## src/rtl/slp_pkg.sv

```systemverilog
`timescale 1ns/1ps
package slp_pkg;

    localparam int MODE_W = 3;

    typedef enum logic [MODE_W-1:0] {
        M_IDLE  = 3'd0,
        M_QUIET = 3'd1,
        M_PDOWN = 3'd2,
        M_PSAVE = 3'd3,
        M_STBY  = 3'd6,
        M_XSTBY = 3'd7
    } slp_mode_e;

    typedef enum logic [1:0] {
        ST_RUN,
        ST_SLEEP,
        ST_WARM
    } ctl_state_e;

    typedef struct packed {
        logic cpu;
        logic io;
        logic adc;
        logic atmr;
        logic osc;
    } dom_en_t;

    // Reserved codes fold onto idle.
    function automatic slp_mode_e canon_mode(logic [MODE_W-1:0] code);
        slp_mode_e m;
        case (code)
            3'd1:    m = M_QUIET;
            3'd2:    m = M_PDOWN;
            3'd3:    m = M_PSAVE;
            3'd6:    m = M_STBY;
            3'd7:    m = M_XSTBY;
            default: m = M_IDLE;
        endcase
        return m;
    endfunction

    function automatic dom_en_t all_on();
        dom_en_t d;
        d = '1;
        return d;
    endfunction

    function automatic dom_en_t warm_domains();
        dom_en_t d;
        d      = '0;
        d.atmr = 1'b1;
        d.osc  = 1'b1;
        return d;
    endfunction

    function automatic dom_en_t mode_domains(slp_mode_e m);
        dom_en_t d;
        d = '0;
        case (m)
            M_IDLE: begin
                d.io = 1'b1; d.adc = 1'b1; d.atmr = 1'b1; d.osc = 1'b1;
            end
            M_QUIET: begin
                d.adc = 1'b1; d.atmr = 1'b1; d.osc = 1'b1;
            end
            M_PSAVE: d.atmr = 1'b1;
            M_STBY:  d.osc  = 1'b1;
            M_XSTBY: begin
                d.atmr = 1'b1; d.osc = 1'b1;
            end
            default: d = '0;
        endcase
        return d;
    endfunction

endpackage

```

## src/rtl/slp_mode_dec.sv

```systemverilog
`timescale 1ns/1ps
module slp_mode_dec
    import slp_pkg::*;
(
    input  logic [MODE_W-1:0] code_i,
    output slp_mode_e         mode_o
);
    always_comb mode_o = canon_mode(code_i);
endmodule

```

## src/rtl/slp_wake_qual.sv

```systemverilog
`timescale 1ns/1ps
module slp_wake_qual
    import slp_pkg::*;
#(
    parameter int N_IO = 4
) (
    input  slp_mode_e       mode_i,
    input  logic            ext_irq_i,
    input  logic [N_IO-1:0] io_irq_i,
    input  logic            adc_irq_i,
    input  logic            atmr_irq_i,
    output logic            wake_o,
    output logic            cold_o
);
    dom_en_t run;
    logic    io_any;

    always_comb begin
        run    = mode_domains(mode_i);
        io_any = |io_irq_i;
        // A domain's request counts only if that domain is still clocked.
        wake_o = ext_irq_i
               | (io_any     & run.io)
               | (adc_irq_i  & run.adc)
               | (atmr_irq_i & run.atmr);
        cold_o = ~run.osc;
    end
endmodule

```

## src/rtl/slp_warm_tmr.sv

```systemverilog
`timescale 1ns/1ps
module slp_warm_tmr #(
    parameter int CNT_W = 8
) (
    input  logic             clk,
    input  logic             rst,
    input  logic             load_i,
    input  logic [CNT_W-1:0] load_val_i,
    output logic             expire_o
);
    localparam logic [CNT_W-1:0] LAST = CNT_W'(1);

    logic [CNT_W-1:0] cnt_q;

    always_ff @(posedge clk) begin
        if (rst) begin
            cnt_q <= '0;
        end else if (load_i) begin
            cnt_q <= load_val_i;
        end else if (cnt_q != '0) begin
            cnt_q <= cnt_q - LAST;
        end
    end

    assign expire_o = (cnt_q == LAST);
endmodule

```

## src/rtl/slp_clk_ctrl.sv

```systemverilog
`timescale 1ns/1ps
module slp_clk_ctrl
    import slp_pkg::*;
#(
    parameter int N_IO  = 4,
    parameter int CNT_W = 8
) (
    input  logic              clk,
    input  logic              rst,
    input  logic              slp_en,
    input  logic [2:0]        mode_sel,
    input  logic              slp_cmd,
    input  logic              ext_irq,
    input  logic [N_IO-1:0]   io_irq,
    input  logic              adc_irq,
    input  logic              atmr_irq,
    input  logic [CNT_W-1:0]  warm_cycles,
    output logic              en_cpu,
    output logic              en_io,
    output logic              en_adc,
    output logic              en_atmr,
    output logic              en_osc,
    output logic              sleeping
);
    ctl_state_e state_q, state_d;
    slp_mode_e  mode_q, mode_new;
    logic       wake, cold, warm_needed, warm_load, warm_done, enter;
    dom_en_t    dom;

    slp_mode_dec u_dec (
        .code_i (mode_sel),
        .mode_o (mode_new)
    );

    slp_wake_qual #(.N_IO(N_IO)) u_wake (
        .mode_i     (mode_q),
        .ext_irq_i  (ext_irq),
        .io_irq_i   (io_irq),
        .adc_irq_i  (adc_irq),
        .atmr_irq_i (atmr_irq),
        .wake_o     (wake),
        .cold_o     (cold)
    );

    assign warm_needed = cold && (warm_cycles != '0);
    assign warm_load   = (state_q == ST_SLEEP) && wake && warm_needed;
    assign enter       = (state_q == ST_RUN) && slp_cmd && slp_en;

    slp_warm_tmr #(.CNT_W(CNT_W)) u_tmr (
        .clk        (clk),
        .rst        (rst),
        .load_i     (warm_load),
        .load_val_i (warm_cycles),
        .expire_o   (warm_done)
    );

    always_comb begin
        state_d = state_q;
        unique case (state_q)
            ST_RUN:   if (enter) state_d = ST_SLEEP;
            ST_SLEEP: if (wake)  state_d = warm_needed ? ST_WARM : ST_RUN;
            ST_WARM:  if (warm_done) state_d = ST_RUN;
            default:  state_d = ST_RUN;
        endcase
    end

    always_ff @(posedge clk) begin
        if (rst) begin
            state_q <= ST_RUN;
            mode_q  <= M_IDLE;
        end else begin
            state_q <= state_d;
            if (enter) mode_q <= mode_new;
        end
    end

    always_comb begin
        unique case (state_q)
            ST_SLEEP: dom = mode_domains(mode_q);
            ST_WARM:  dom = warm_domains();
            default:  dom = all_on();
        endcase
    end

    assign en_cpu   = dom.cpu;
    assign en_io    = dom.io;
    assign en_adc   = dom.adc;
    assign en_atmr  = dom.atmr;
    assign en_osc   = dom.osc;
    assign sleeping = (state_q != ST_RUN);
endmodule

```

## config.mk

```make
export PLATFORM = sky130hd
export DESIGN_NAME = slp_clk_ctrl
export DESIGN_NICKNAME = d
export VERILOG_FILES = /design/src/rtl/slp_pkg.sv /design/src/rtl/slp_mode_dec.sv /design/src/rtl/slp_wake_qual.sv /design/src/rtl/slp_warm_tmr.sv /design/src/rtl/slp_clk_ctrl.sv
export SDC_FILE = /design/constraint.sdc
export NUM_CORES = 1
export LEC_CHECK = 0
export ABC_CLOCK_PERIOD_IN_PS = 2400
export BUFFER_PORTS_ARGS = -buffer_cell sky130_fd_sc_hd__buf_2
export CORE_UTILIZATION = 50
export CTS_CLUSTER_SIZE = 8
export DETAILED_ROUTE_END_ITERATION = 10
export GPL_TIMING_DRIVEN = 1
export PLACE_DENSITY = 0.83
export SYNTH_ARGS = -nofsm -noshare
export SYNTH_HDL_FRONTEND = slang
export SYNTH_SLANG_ARGS = --single-unit
```

## constraint.sdc

```tcl
create_clock -name clk -period 2.4 [get_ports clk]
set_clock_uncertainty 0.05 [all_clocks]
set_input_delay 0.48 -clock clk [delete_from_list [all_inputs] [get_ports clk]]
set_output_delay 0.48 -clock clk [all_outputs]
set_load 0.02 [all_outputs]
```

# Word level (Yosys, flattened, before mapping)
# Index checks and enable logic that the tools add are counted.
dict set report word_totals {
  register_bits 13
  latchBits 0
  ramBits 0
  rom_bits 0
  in_bits 22
  out_inout_bits 6
  elab_cells 55
  n_memories 0
}
dict set report classes {
  add_sub_neg 1
  n_mul 0
  n_div 0
  order_cmp 0
  eq_ne 15
  n_shift 0
  mux 13
  bitwise 7
  n_reduce_logical 16
}
# cell n
set ops {}
lappend ops {{$mux 8} 2}
lappend ops {{$reduce_bool 8->1} 2}
lappend ops {{$pmux 3 s5} 1}
lappend ops {{$eq 3x3->1 const B} 4}
lappend ops {{$reduce_or 4->1} 3}
lappend ops {{$pmux 5 s2} 1}
lappend ops {{$eq 3x2->1 const B} 3}
lappend ops {{$eq 8x1->1 const B} 1}
lappend ops {{$mux 2} 4}
lappend ops {{$sub 8x1->8 const B} 1}
lappend ops {{$eq 3x1->1 const B} 2}
lappend ops {{$pmux 2 s3} 1}
lappend ops {{$logic_and 1x1->1} 5}
lappend ops {{$mux 1} 4}
lappend ops {{$ne 2x2->1 const B} 2}
lappend ops {{$reduce_bool 2->1} 2}
lappend ops {{$and 1x1->1} 3}
lappend ops {{$logic_not 3->1} 1}
lappend ops {{$or 1x1->1} 3}
lappend ops {{$reduce_and 3->1} 1}
lappend ops {{$eq 2x1->1 const B} 1}
lappend ops {{$eq 2x2->1 const B} 1}
lappend ops {{$logic_not 2->1} 1}
lappend ops {{$ne 2x1->1 const B} 1}
lappend ops {{other kinds (2)} 2}

# Depth between registers and ports, before layout
dict set report depth {
  depth_word 9
  depth_mapped 8
}

# Cells and area by module
# From an unflattened synthesis, not the netlist that was laid out.
dict set report unflattened {
  cells_unflattened 116
  hier_area_um2 1013.5
}
# module n_inst cells_per_inst area_per_inst_um2
set by_module_without_submodules {}
lappend by_module_without_submodules {slp_warm_tmr 1 53 508.0}
lappend by_module_without_submodules {slp_clk_ctrl 1 50 421.7}
lappend by_module_without_submodules {slp_wake_qual 1 9 61.3}
lappend by_module_without_submodules {slp_mode_dec 1 4 22.5}

# Worst setup path before layout
# No wires, ideal clock.
dict set report synth_path {
  path_type {input port to flip-flop}
  start {input io_irq[1]}
  end {register u_tmr.cnt_q[0]}
  arrival_time_ns 1.860
  t_required_ns 2.221
  path_slack_ns 0.361
  path_stages 6
  path_buffers 1
  path_cell_list {or4_1 > a22o_1 > o31ai_4 > buf_6 > mux2i_1 > nor2_1}
}
dict set report synth_between {
  elab_chain_cells 8
  word_cells_on_any_way 9
}
# item line_no
set synth_lines {}
lappend synth_lines {{from (decl)} slp_clk_ctrl.sv:14} ;# input logic [N_IO-1:0] io_irq,
lappend synth_lines {{$reduce_or 4->1 (*)} slp_wake_qual.sv:20} ;# io_any = |io_irq_i;
lappend synth_lines {{$and 1x1->1 (*)} slp_wake_qual.sv:23} ;# | (io_any & run.io)
lappend synth_lines {{$or 1x1->1 (*)} slp_wake_qual.sv:23}
lappend synth_lines {{$or 1x1->1 (*)} slp_wake_qual.sv:24} ;# | (adc_irq_i & run.adc)
lappend synth_lines {{$or 1x1->1 (*)} slp_wake_qual.sv:25} ;# | (atmr_irq_i & run.atmr);
lappend synth_lines {{$logic_and 1x1->1 (*) (2 in series)} slp_clk_ctrl.sv:46} ;# assign warm_load = (state_q == ST_SLEEP) && wake && warm_needed;
lappend synth_lines {{$mux 8 / $reduce_bool 2->1 (equally long branches)} --}
lappend synth_lines {{to (signal assigned)} slp_warm_tmr.sv:19} ;# cnt_q <= load_val_i;
lappend synth_lines {{to (signal assigned)} slp_warm_tmr.sv:21} ;# cnt_q <= cnt_q - LAST;
lappend synth_lines {{to (decl)} slp_warm_tmr.sv:13} ;# logic [CNT_W-1:0] cnt_q;
# Mark *: on every way between the ends. The rest lies on a longest branch, timed or not.
# A chain may end at the register's enable or synchronous reset.

# Worst setup path in the final report
dict set report layout_path {
  start {register u_tmr.cnt_q[2]}
  end {register state_q[1]}
}
dict set report layout_between {
  elab_chain_cells 3
}
# item line_no
set layout_lines {}
lappend layout_lines {{$eq 8x1->1} slp_warm_tmr.sv:25} ;# assign expire_o = (cnt_q == LAST);
lappend layout_lines {{$ne 2x1->1 (no source line)} --}
lappend layout_lines {{$reduce_and 3->1 (no source line)} --}
lappend layout_lines {{to (signal assigned)} slp_clk_ctrl.sv:72} ;# state_q <= state_d;
lappend layout_lines {{to (decl)} slp_clk_ctrl.sv:25} ;# ctl_state_e state_q, state_d;
# No other way between the ends.

==> metrics <==
status=finished clean; r2r setup slk=360 ps; worst r2r src=u_tmr.cnt_q[2]; initial antenna violation count=0; leakage=0.518 nW; flops & latches, synth=13; FMAX=490 MHz; TritonCTS Buffers=3; Post-synth EDFFs=0; Die H=45.0 um; cell internal pwr=about 0.00067 W; Hold WC Path Type=in2reg; Final ANT Viol Nets=0; Async SR Flop Fraction=0%; Comb pwr share=57.9%; Crit Path Class=reg2reg; vias in the first global route=between 700 and 800; YS warnings=0; register area share after synthesis=28.1%; NumNets Final=168; Setup Viol. Count Final=0; Unique masters post-synth=36; Worst Reg-to-Reg Cells=5; # port buffers=27; clock power share=11.5%; number of fill cells=158; FP Rows=15; Max clock buf depth=2; Worst Path Buf+Inv=0; Slew headroom=66.3%; Overflow after GRT=0; Switch Pwr=0.000508 W; routed wire length=2000 um; Post-CTS Setup Inserts=0; CTS tree=built; Worst Setup End Kind=flip-flop; CP max stage delay=about 580 ps; Hold Path Sink=u_tmr.cnt_q[4]; post-cts resize count=0; wire per inst=12.3 um; worst min-delay path startpoint=warm_cycles[4]; gpl congestion=around 0.84; hold path cells=3; clk root buf=clkbuf_4; total die area=2030 um^2; Reg power frac=30.6%; Post-CTS Hold Buffers=0; hpwl dp=1620 um; Vias/cell=~5.3; Top Ports=28; Mapped Cells=roughly 110; max-slew violations=0; post-synthesis net count=137; WHS=a little over 400 ps; ratio of final minimum period to clock period=a little under nine tenths; Power Dens Cells=around 1000 nW/um^2; Mean Syn Cell Area=8.56 um^2; register area=260 um^2; Tightest Pin Transition=502 ps; TNS Setup=0 ps; final core utilization=65.0%; multi-input logic area=616 um^2; unrepaired setup endpoints after global routing=false; drt drc=0; Initial Util=a little over half; maximum vdd ir drop=0.797 mV; Setup crit start kind=flip-flop; cell area after synthesis=approximately 920 um^2; CP required=between 2000 and 3000 ps; antenna cells=0; CTS Sinks=13; crit-path cells=or4_4 > nor3_1 > a21boi_0 > a221oi_2 > mux2_2; largest net degree at the start of global routing=16; global-route wire length before repair=3210 um; die width=45.0 um; Total GRT Usage=22.2%; clk_lat worst skew=270 ps; Reg clk slew, reported paths=80 ps; ys flop type=dfxtp_1; worst r2r dst=state_q[1]; share of cells above drive strength 1=29.0%; Final min period=2040 ps; core area=roughly 1700 um^2; drt initial violations=14; H-tree depth=1; critical path fanouts, max=5; Area Overhead vs Synth=21.4%; delay-heaviest family, CP=simple AND/OR/NAND/NOR gates; Worst EP arrival=2160 ps; CP max stage cell=or4_4; Max-Cap Viols=0; via count=856; drt pass-1 iters=4; Net Sw Frac=43.2%; count of final hold-check violations=0
==> registers in the layout, summed over array words and instances (netlist names) <==
signal / cells
state_q: 2
mode_q: 3
u_tmr.cnt_q: 8
==> cells by family after synthesis <==
| group | after synthesis | synth area share, % |
|---|---|---|
| AOI/OAI and AO/OA | 20 | 18.3 |
| xor gates and xnor gates | 4 | 3.79 |
| adders and majority gates | 7 | 9.47 |
| buffers and inverters | 11 | 5.28 |
| DFF | 13 | 28.1 |
| muxes | 10 | 11.0 |
| and+or+nand+nor | 43 | 24.1 |
==> cell usage in the layout (no fill, tap or decap) <==
master | netlist | final
a21oi_1 | 3 | 3
nor4_1 | 3 | 3
a211oi_1 | 1 | 1
or4_4 | 1 | 1
dfxtp_1 | 13 | 13
nand3_1 | 1 | 1
nor2_2 | 1 | 1
or4_1 | 3 | 3
o31ai_1 | 1 | 1
inv_1 | 9 | 9
mux2_2 | 1 | 1
nor2b_1 | 1 | 1
o21ai_0 | 5 | 5
o311a_2 | 1 | 1
buf_12 | 0 | 1
clkbuf_4 | 0 | 3
and2_1 | 1 | 1
ha_1 | 7 | 7
a311oi_2 | 1 | 1
o21a_1 | 1 | 1
xnor2_1 | 4 | 4
a211oi_2 | 1 | 1
buf_2 | 0 | 27
a22o_1 | 1 | 1
a211o_1 | 1 | 1
o31ai_4 | 1 | 1
nor2_1 | 18 | 18
nand2_1 | 4 | 4
clkbuf_1 | 1 | 1
mux2i_1 | 9 | 9
nor3b_1 | 1 | 1
o22ai_1 | 1 | 1
nor3_1 | 4 | 4
nand3b_1 | 1 | 1
a21boi_0 | 1 | 1
nand2b_1 | 3 | 3
nor3_2 | 1 | 1
a221oi_2 | 1 | 1
==> how the worst max path moves through the flow <==
stage	to	slack [ps]	start	depth (start not counted)
2_1_floorplan	u_tmr.cnt_q[0]	360	io_irq[1]	6
3_3_place_gp	u_tmr.cnt_q[5]	220	io_irq[1]	7
3_5_place_dp	state_q[1]	170	io_irq[1]	6
4_1_cts	state_q[1]	360	u_tmr.cnt_q[2]	5
5_1_grt	u_tmr.cnt_q[6]	250	state_q[1]	8
6_report	state_q[1]	360	u_tmr.cnt_q[2]	5
==> Yosys cell counts (3+ instances only) <==
| cell type | number | area [um^2] |
|---|---|---|
| nand2b_1 | 3 | 18.8 |
| a21oi_1 | 3 | 15.0 |
| ha_1 | 7 | 87.6 |
| dfxtp_1 | 13 | 260 |
| o21ai_0 | 5 | 25.0 |
| nor4_1 | 3 | 18.8 |
| nand2_1 | 4 | 15.0 |
| nor2_1 | 18 | 67.6 |
| mux2i_1 | 9 | 90.1 |
| xnor2_1 | 4 | 35.0 |
| nor3_1 | 4 | 20.0 |
| inv_1 | 9 | 33.8 |
| or4_1 | 3 | 22.5 |
==> worst reg2reg max path: stages (launching register included) <==
cell and delay [ps]:
dfxtp_1 350, or4_4 580, nor3_1 170, a21boi_0 130, a221oi_2 270, mux2_2 380
==> through the flow <==
stage / cells / setup WS (ps) / cell area, um^2 / total power [W]
detailed placement: 159 / 172 / 1100 / 0.00104
CTS: 163 / 364 / 1120 / 0.00118
global placement: 159 / 216 / 1100 / 0.00100
finish: 163 / 359 / 1120 / 0.00117
global route: 163 / 247 / 1120 / 0.00128
floorplan: 108 / 361 / 925 / 0.000879
==> power by group through the flow <==
| stage | Sequential (W) | Clock [W] | Combinational, W |
|---|---|---|---|
| finish | 0.000359 | 0.000135 | 0.000680 |
| global route | 0.000371 | 0.000148 | 0.000758 |
| CTS | 0.000358 | 0.000137 | 0.000682 |
| detailed placement | 0.000364 | 0 | 0.000677 |
| global placement | 0.000359 | 0 | 0.000642 |
| floorplan | 0.000345 | 0 | 0.000533 |
==> routing by layer <==
| layer | wire [um] | share of wire (%) | global-route usage [%] |
|---|---|---|---|
| met1 | 861 | 43 | 28.5 |
| met3 | 88 | 4.4 | 4.00 |
| met4 | 37 | 1.9 | 9.09 |
| met2 | 1010 | 51 | 36.5 |
| met5 | 0 | 0 | 0 |
==> area by class of cell <==
| class | instances | area share (%) |
|---|---|---|
| flip-flops and latches | 13 | 23.2 |
| multi-input cells | 84 | 54.8 |
| repair buffers | 28 | 13.8 |
| clock buffers | 4 | 2.34 |
| inverters | 9 | 3.01 |
| well taps | 25 | 2.79 |
Note: power is estimated with default switching activity, not from simulation.
